`config.mk`:
```
export PLATFORM = sky130hd
export DESIGN_NAME = cnt_cascade
export DESIGN_NICKNAME = d
export VERILOG_FILES = /design/src/rtl/cnt_pkg.sv /design/src/rtl/cnt_rst_sync.sv /design/src/rtl/cnt_next.sv /design/src/rtl/cnt_stage.sv /design/src/rtl/cnt_cascade.sv
export SDC_FILE = /design/constraint.sdc
export NUM_CORES = 1
export LEC_CHECK = 0
export BUFFER_PORTS_ARGS = -buffer_cell sky130_fd_sc_hd__buf_2
export CAP_MARGIN = 10
export CORE_UTILIZATION = 30
export CTS_BUF_LIST = sky130_fd_sc_hd__clkbuf_16
export DETAILED_ROUTE_END_ITERATION = 8
export GPL_TIMING_DRIVEN = 0
export HOLD_SLACK_MARGIN = 0.05
export PLACE_DENSITY_LB_ADDON = 0.3
export SYNTH_ARGS = -nofsm -noshare
export SYNTH_HDL_FRONTEND = slang
export SYNTH_SLANG_ARGS = --single-unit
```
`constraint.sdc`:
```
create_clock -name clk -period 1.1 [get_ports clk]
set_input_delay 0.055 -clock clk [delete_from_list [all_inputs] [get_ports clk]]
set_output_delay 0.055 -clock clk [all_outputs]
set_load 0.02 [all_outputs]
```
`src/rtl/cnt_pkg.sv`:
```
package cnt_pkg;
  parameter int unsigned STAGE_W_DEF = 4;

  typedef struct packed {
    logic clr;
    logic ld;
    logic en_p;
  } cnt_ctrl_t;
endpackage

```
`src/rtl/cnt_rst_sync.sv`:
```
module cnt_rst_sync #(
  parameter int unsigned DEPTH = 2
) (
  input  logic clk,
  input  logic arst_n,
  output logic srst_n
);
  logic [DEPTH-1:0] sync_q;

  always_ff @(posedge clk or negedge arst_n) begin
    if (!arst_n) sync_q <= '0;
    else         sync_q <= {sync_q[DEPTH-2:0], 1'b1};
  end

  assign srst_n = sync_q[DEPTH-1];
endmodule

```
`src/rtl/cnt_next.sv`:
```
module cnt_next
  import cnt_pkg::*;
#(
  parameter int unsigned W = STAGE_W_DEF
) (
  input  cnt_ctrl_t    ctrl,
  input  logic         t_en,
  input  logic [W-1:0] q,
  input  logic [W-1:0] d,
  output logic [W-1:0] q_nxt,
  output logic         upd
);
  localparam logic [W-1:0] ONE = W'(1);

  logic adv;
  assign adv = ctrl.en_p & t_en;

  always_comb begin
    q_nxt = q;
    if (ctrl.clr)     q_nxt = '0;
    else if (ctrl.ld) q_nxt = d;
    else if (adv)     q_nxt = q + ONE;
  end

  assign upd = ctrl.clr | ctrl.ld | adv;
endmodule

```
`src/rtl/cnt_stage.sv`:
```
module cnt_stage
  import cnt_pkg::*;
#(
  parameter int unsigned W = STAGE_W_DEF
) (
  input  logic         clk,
  input  logic         rst_n,
  input  cnt_ctrl_t    ctrl,
  input  logic         t_en,
  input  logic [W-1:0] d,
  output logic [W-1:0] q,
  output logic         carry
);
  localparam logic [W-1:0] ONE  = W'(1);
  localparam logic [W-1:0] FULL = '1;

  logic [W-1:0] q_r;
  logic [W-1:0] q_nxt;
  logic         upd;

  cnt_next #(.W(W)) u_next (
    .ctrl  (ctrl),
    .t_en  (t_en),
    .q     (q_r),
    .d     (d),
    .q_nxt (q_nxt),
    .upd   (upd)
  );

  always_ff @(posedge clk or negedge rst_n) begin
    if (!rst_n)   q_r <= '0;
    else if (upd) q_r <= q_nxt;
  end

  assign q     = q_r;
  assign carry = (q_r == FULL) & t_en;

  AST_CLR_ZERO: assert property (@(posedge clk) disable iff (!rst_n)
    ctrl.clr |=> (q_r == '0));
  AST_LD_COPY: assert property (@(posedge clk) disable iff (!rst_n)
    (!ctrl.clr && ctrl.ld) |=> (q_r == $past(d)));
  AST_HOLD: assert property (@(posedge clk) disable iff (!rst_n)
    (!ctrl.clr && !ctrl.ld && !(ctrl.en_p && t_en)) |=> $stable(q_r));
  AST_STEP: assert property (@(posedge clk) disable iff (!rst_n)
    (!ctrl.clr && !ctrl.ld && ctrl.en_p && t_en) |=> (q_r == $past(q_r) + ONE));
endmodule

```
`src/rtl/cnt_cascade.sv`:
```
module cnt_cascade
  import cnt_pkg::*;
#(
  parameter int unsigned N_STAGES = 3,
  parameter int unsigned STAGE_W  = STAGE_W_DEF,
  localparam int unsigned TOTAL_W = N_STAGES * STAGE_W
) (
  input  logic               clk,
  input  logic               rst_n,
  input  logic               clr,
  input  logic               ld,
  input  logic               cnt_en_p,
  input  logic               cnt_en_t,
  input  logic [TOTAL_W-1:0] ld_data,
  output logic [TOTAL_W-1:0] count,
  output logic               carry_out
);
  logic            srst_n;
  cnt_ctrl_t       ctrl;
  logic [N_STAGES:0] t_chain;

  cnt_rst_sync #(.DEPTH(2)) u_rst (
    .clk    (clk),
    .arst_n (rst_n),
    .srst_n (srst_n)
  );

  assign ctrl.clr  = clr;
  assign ctrl.ld   = ld;
  assign ctrl.en_p = cnt_en_p;
  assign t_chain[0] = cnt_en_t;

  for (genvar k = 0; k < N_STAGES; k++) begin : g_stage
    cnt_stage #(.W(STAGE_W)) u_stage (
      .clk   (clk),
      .rst_n (srst_n),
      .ctrl  (ctrl),
      .t_en  (t_chain[k]),
      .d     (ld_data[k*STAGE_W +: STAGE_W]),
      .q     (count[k*STAGE_W +: STAGE_W]),
      .carry (t_chain[k+1])
    );

    if (k > 0) begin : g_chk
      AST_UPPER_WAITS: assert property (@(posedge clk) disable iff (!srst_n)
        (!clr && !ld && (count[k*STAGE_W-1:0] != '1))
        |=> $stable(count[k*STAGE_W +: STAGE_W]));
    end
  end

  assign carry_out = t_chain[N_STAGES];

  AST_CARRY_FULL: assert property (@(posedge clk) disable iff (!srst_n)
    carry_out |-> ((&count) && cnt_en_t));
  AST_FULL_WRAP: assert property (@(posedge clk) disable iff (!srst_n)
    (!clr && !ld && cnt_en_p && cnt_en_t && (&count)) |=> (count == '0));
endmodule

```
==> metrics.txt <==
# TYPE chip_impl_metric gauge
chip_impl_metric{name="crit_fanout",unit=""} 6
chip_impl_metric{name="num_antenna_cells",unit=""} 0
chip_impl_info{name="violations",value="negative setup slack"} 1
chip_impl_metric{name="clk_pin_slew_worst_paths",unit="ns"} 0.05
chip_impl_metric{name="gpl.final_weighted_congestion",unit=""} 0.809
chip_impl_metric{name="ioPinCount",unit=""} 31
chip_impl_metric{name="first_pass_grt_wire_length",unit="mm"} 3.55
chip_impl_metric{name="hpwlAfterDp",unit="mm"} 1.50
chip_impl_metric{name="peakVddDrop",unit="mV"} 0.738
chip_impl_metric{name="fin_nets",unit=""} 149
chip_impl_metric{name="drc",unit=""} 0
chip_impl_metric{name="synth.yosys.seq_area_share",unit="%"} 43.6
chip_impl_metric{name="synth.ff_latch_count",unit=""} 14
chip_impl_metric{name="worst_pin_slew",unit="ns"} 0.547
chip_impl_metric{name="drv.max_cap_violation_count",unit=""} 0
chip_impl_metric{name="post_route_worst_setup_slack",unit="ns"} -0.239
chip_impl_info{name="status",value="complete, but fails checks"} 1
chip_impl_metric{name="detail_route.iter0.violations",unit=""} 7
chip_impl_info{name="synthMostInstantiatedCell",value="sky130_fd_sc_hd__dfrtp_1"} 1
chip_impl_metric{name="postPlaceCellArea",unit="µm²"} 1030
chip_impl_metric{name="grt_antenna_before_repair",unit=""} 0
chip_impl_info{name="cts_tree",value="built"} 1
chip_impl_metric{name="timing.fmax",unit="MHz"} 747
chip_impl_info{name="synth_largest_area_cell",value="sky130_fd_sc_hd__dfrtp_1"} 1
chip_impl_metric{name="fin_crit_sh",unit="%"} 122
chip_impl_metric{name="detail_route.first_pass.iterations",unit=""} 4
chip_impl_metric{name="arrival",unit="ns"} 1.48
chip_impl_metric{name="layout.filler_cells",unit=""} 249
chip_impl_info{name="clk_tree_root_cell",value="sky130_fd_sc_hd__clkbuf_16"} 1
chip_impl_info{name="ys_top_cells_by_area",value="sky130_fd_sc_hd__dfrtp_1, sky130_fd_sc_hd__a211oi_1, sky130_fd_sc_hd__ha_1"} 1
chip_impl_metric{name="leftover_overflow_at_the_end_of_global_routing",unit=""} 0
chip_impl_metric{name="grt.total_usage",unit="%"} 17.5
chip_impl_metric{name="yosysTopAreaCellShare",unit="%"} 43.6
chip_impl_metric{name="htreeDepth",unit=""} 1
chip_impl_metric{name="p_per_area",unit="nW/µm²"} 1280
chip_impl_metric{name="drive_gt1_share",unit="%"} 48.8
chip_impl_metric{name="yosysUniqueCellTypes",unit=""} 26
chip_impl_info{name="synth-main-ff-cell",value="sky130_fd_sc_hd__dfrtp_1"} 1
chip_impl_metric{name="postSynthAreaPerCell",unit="µm²"} 9.56
chip_impl_metric{name="grt_start_max_net_pins",unit=""} 13
chip_impl_metric{name="flow.area_growth_from_synthesis",unit="%"} 53.9
chip_impl_metric{name="clockBufferDepth",unit=""} 2
chip_impl_info{name="netlist_top_cells_count",value="sky130_fd_sc_hd__dfrtp_1, sky130_fd_sc_hd__nand2_1, sky130_fd_sc_hd__nor2_1"} 1
chip_impl_metric{name="worstSkewPairLatency",unit="ns"} 0.24
chip_impl_metric{name="antenna_violating_nets_post_route",unit=""} 0
chip_impl_metric{name="routed_wl",unit="mm"} 2.17
chip_impl_metric{name="report.power.total",unit="W"} 0.00158
chip_impl_metric{name="die_h",unit="µm"} 53.7
chip_impl_info{name="hold_path_class",value="input port to flip-flop"} 1
chip_impl_metric{name="post_drt_via_cell_ratio",unit=""} 5.12
chip_impl_metric{name="synth_nets",unit=""} 105
chip_impl_metric{name="via_count_of_the_first_global_routing_pass",unit=""} 804
chip_impl_info{name="rsz0062_at_grt",value="yes"} 1
chip_impl_metric{name="slew_viols_final",unit=""} 0
chip_impl_metric{name="synthesis.area",unit="µm²"} 803
chip_impl_metric{name="whs",unit="ns"} 0.0641
chip_impl_metric{name="cp.required",unit="ns"} 1.25
chip_impl_metric{name="core_area",unit="µm²"} 2500
chip_impl_metric{name="synth-async-reset-ratio",unit="%"} 100
chip_impl_metric{name="floorplan.initialDensity",unit="%"} 32.1
chip_impl_metric{name="finalInstanceArea",unit="µm²"} 1240
chip_impl_metric{name="wl_per_cell",unit="µm"} 13.8
chip_impl_metric{name="skew",unit="ns"} 0.00217
chip_impl_metric{name="power.static_leakage",unit="nW"} 0.545
chip_impl_metric{name="report.final.hold_viol_count",unit=""} 0
chip_impl_metric{name="report.final.setup_viol",unit=""} 12
chip_impl_metric{name="tritoncts_num_sinks",unit=""} 14
chip_impl_metric{name="synth-edff-count",unit=""} 0
chip_impl_metric{name="port_buffers",unit=""} 29
chip_impl_metric{name="placementRows",unit=""} 18
chip_impl_info{name="setup.worst_path.class",value="flip-flop to flip-flop"} 1
chip_impl_info{name="critPathCaptureType",value="flip-flop"} 1
chip_impl_metric{name="synthCells",unit=""} 84
chip_impl_metric{name="synth-warning-count",unit=""} 0
chip_impl_metric{name="die_width",unit="µm"} 53.7
chip_impl_metric{name="cts_made_buffers",unit=""} 3
chip_impl_metric{name="vias",unit=""} 804
chip_impl_info{name="timing.critical_path.from_type",value="flip-flop"} 1
chip_impl_metric{name="die_area",unit="µm²"} 2890
chip_impl_metric{name="headroom_to_the_max_slew_limit",unit="%"} 63.5
chip_impl_metric{name="layout_min_cycle_time",unit="ns"} 1.34
## path summary, 6_finish.rpt
path                                          from                       to  slack, ns  depth (start not counted)
max                        g_stage[0].u_stage.q[1]  g_stage[1].u_stage.q[3]      -0.24                          4
min                                     ld_data[0]  g_stage[0].u_stage.q[0]       0.06                          3
max reg2reg                g_stage[0].u_stage.q[1]  g_stage[1].u_stage.q[3]      -0.24                          4
min reg2reg                        u_rst.sync_q[1]  g_stage[0].u_stage.q[3]       0.22                          0
max in group asynchronous          u_rst.sync_q[1]  g_stage[1].u_stage.q[0]       0.48                          0
min in group asynchronous                    rst_n          u_rst.sync_q[0]       0.14                          2
## layout make-up
class,instances,area (µm²),share of cell area [%]
Multi-Input combinational cell,64,493,39.9
Sequential cell,14,357,28.8
Timing Repair Buffer,39,230,18.6
Clock buffer,3,75.1,6.07
Tap cell,30,37.5,3.04
Buffer,3,28.8,2.33
Inverter,3,11.3,0.911
Clock inverter,1,3.75,0.304
## cells by family after synthesis
group	after synthesis	synth area share [%]
and+or+nand+nor	35	20.6
AOI/OAI and AO/OA	17	16.7
DFF	14	43.6
xor gates and xnor gates	6	6.54
buffers and inverters	6	4.98
adders and majority gates	3	4.67
muxes	2	2.49
other	1	0.467
## sequential cells by signal, summed over array words and instances (netlist names)
signal	cells
g_stage.u_stage.q	12
u_rst.sync_q	2
## cells in the final DEF (no fill, tap or decap), types with 5 or more instances in the layout
cell type                 netlist  routed
sky130_fd_sc_hd__buf_4          0       8
sky130_fd_sc_hd__nand2_1       10       9
sky130_fd_sc_hd__nor2_1        10       9
sky130_fd_sc_hd__nand3_1        6       5
sky130_fd_sc_hd__buf_2          1      29
sky130_fd_sc_hd__dfrtp_1       14       9
sky130_fd_sc_hd__dfrtp_2        0       5
## report_power, final
group / internal [W] / switching, W
Combinational: 0.000132 / 0.000153
Sequential: 0.000555 / 0.0000559
Clock: 0.000480 / 0.000203
Total: 0.00117 / 0.000411
## routing by layer
| metal | global-route usage [%] | wire, µm |
|---|---|---|
| met4 | 7.02 | 28 |
| met5 | 0 | 0 |
| met3 | 3.39 | 103 |
| met2 | 29.4 | 997 |
| met1 | 21.7 | 1040 |
## per-stage QoR
| stage | TNS, ns | std cells | utilization, % | setup slack [ns] |
|---|---|---|---|---|
| after detailed placement | -2.15 | 143 | 41.3 | -0.275 |
| after floorplan | -2.00 | 84 | - | -0.242 |
| after CTS | -1.91 | 154 | 47.6 | -0.246 |
| after global placement | -1.76 | 143 | 41.3 | -0.240 |
| final | -1.97 | 157 | 49.4 | -0.239 |
| after global routing | -2.93 | 157 | 49.4 | -0.305 |
## critical path, cell delays in order, from the launching register on
cell and delay, ns:
sky130_fd_sc_hd__dfrtp_2 0.39, sky130_fd_sc_hd__ha_4 0.16, sky130_fd_sc_hd__nand4_4 0.14, sky130_fd_sc_hd__or3_1 0.35, sky130_fd_sc_hd__a311oi_2 0.21
## what timing repair did
item	CTS	global route
hold buffers	3	0
pin swaps	5	0
gates resized for setup	5	5
endpoints found under the setup margin	11	12
hold endpoints to repair	4	0
setup buffers	4	3
No activity file was read; power rests on OpenSTA's default activity.
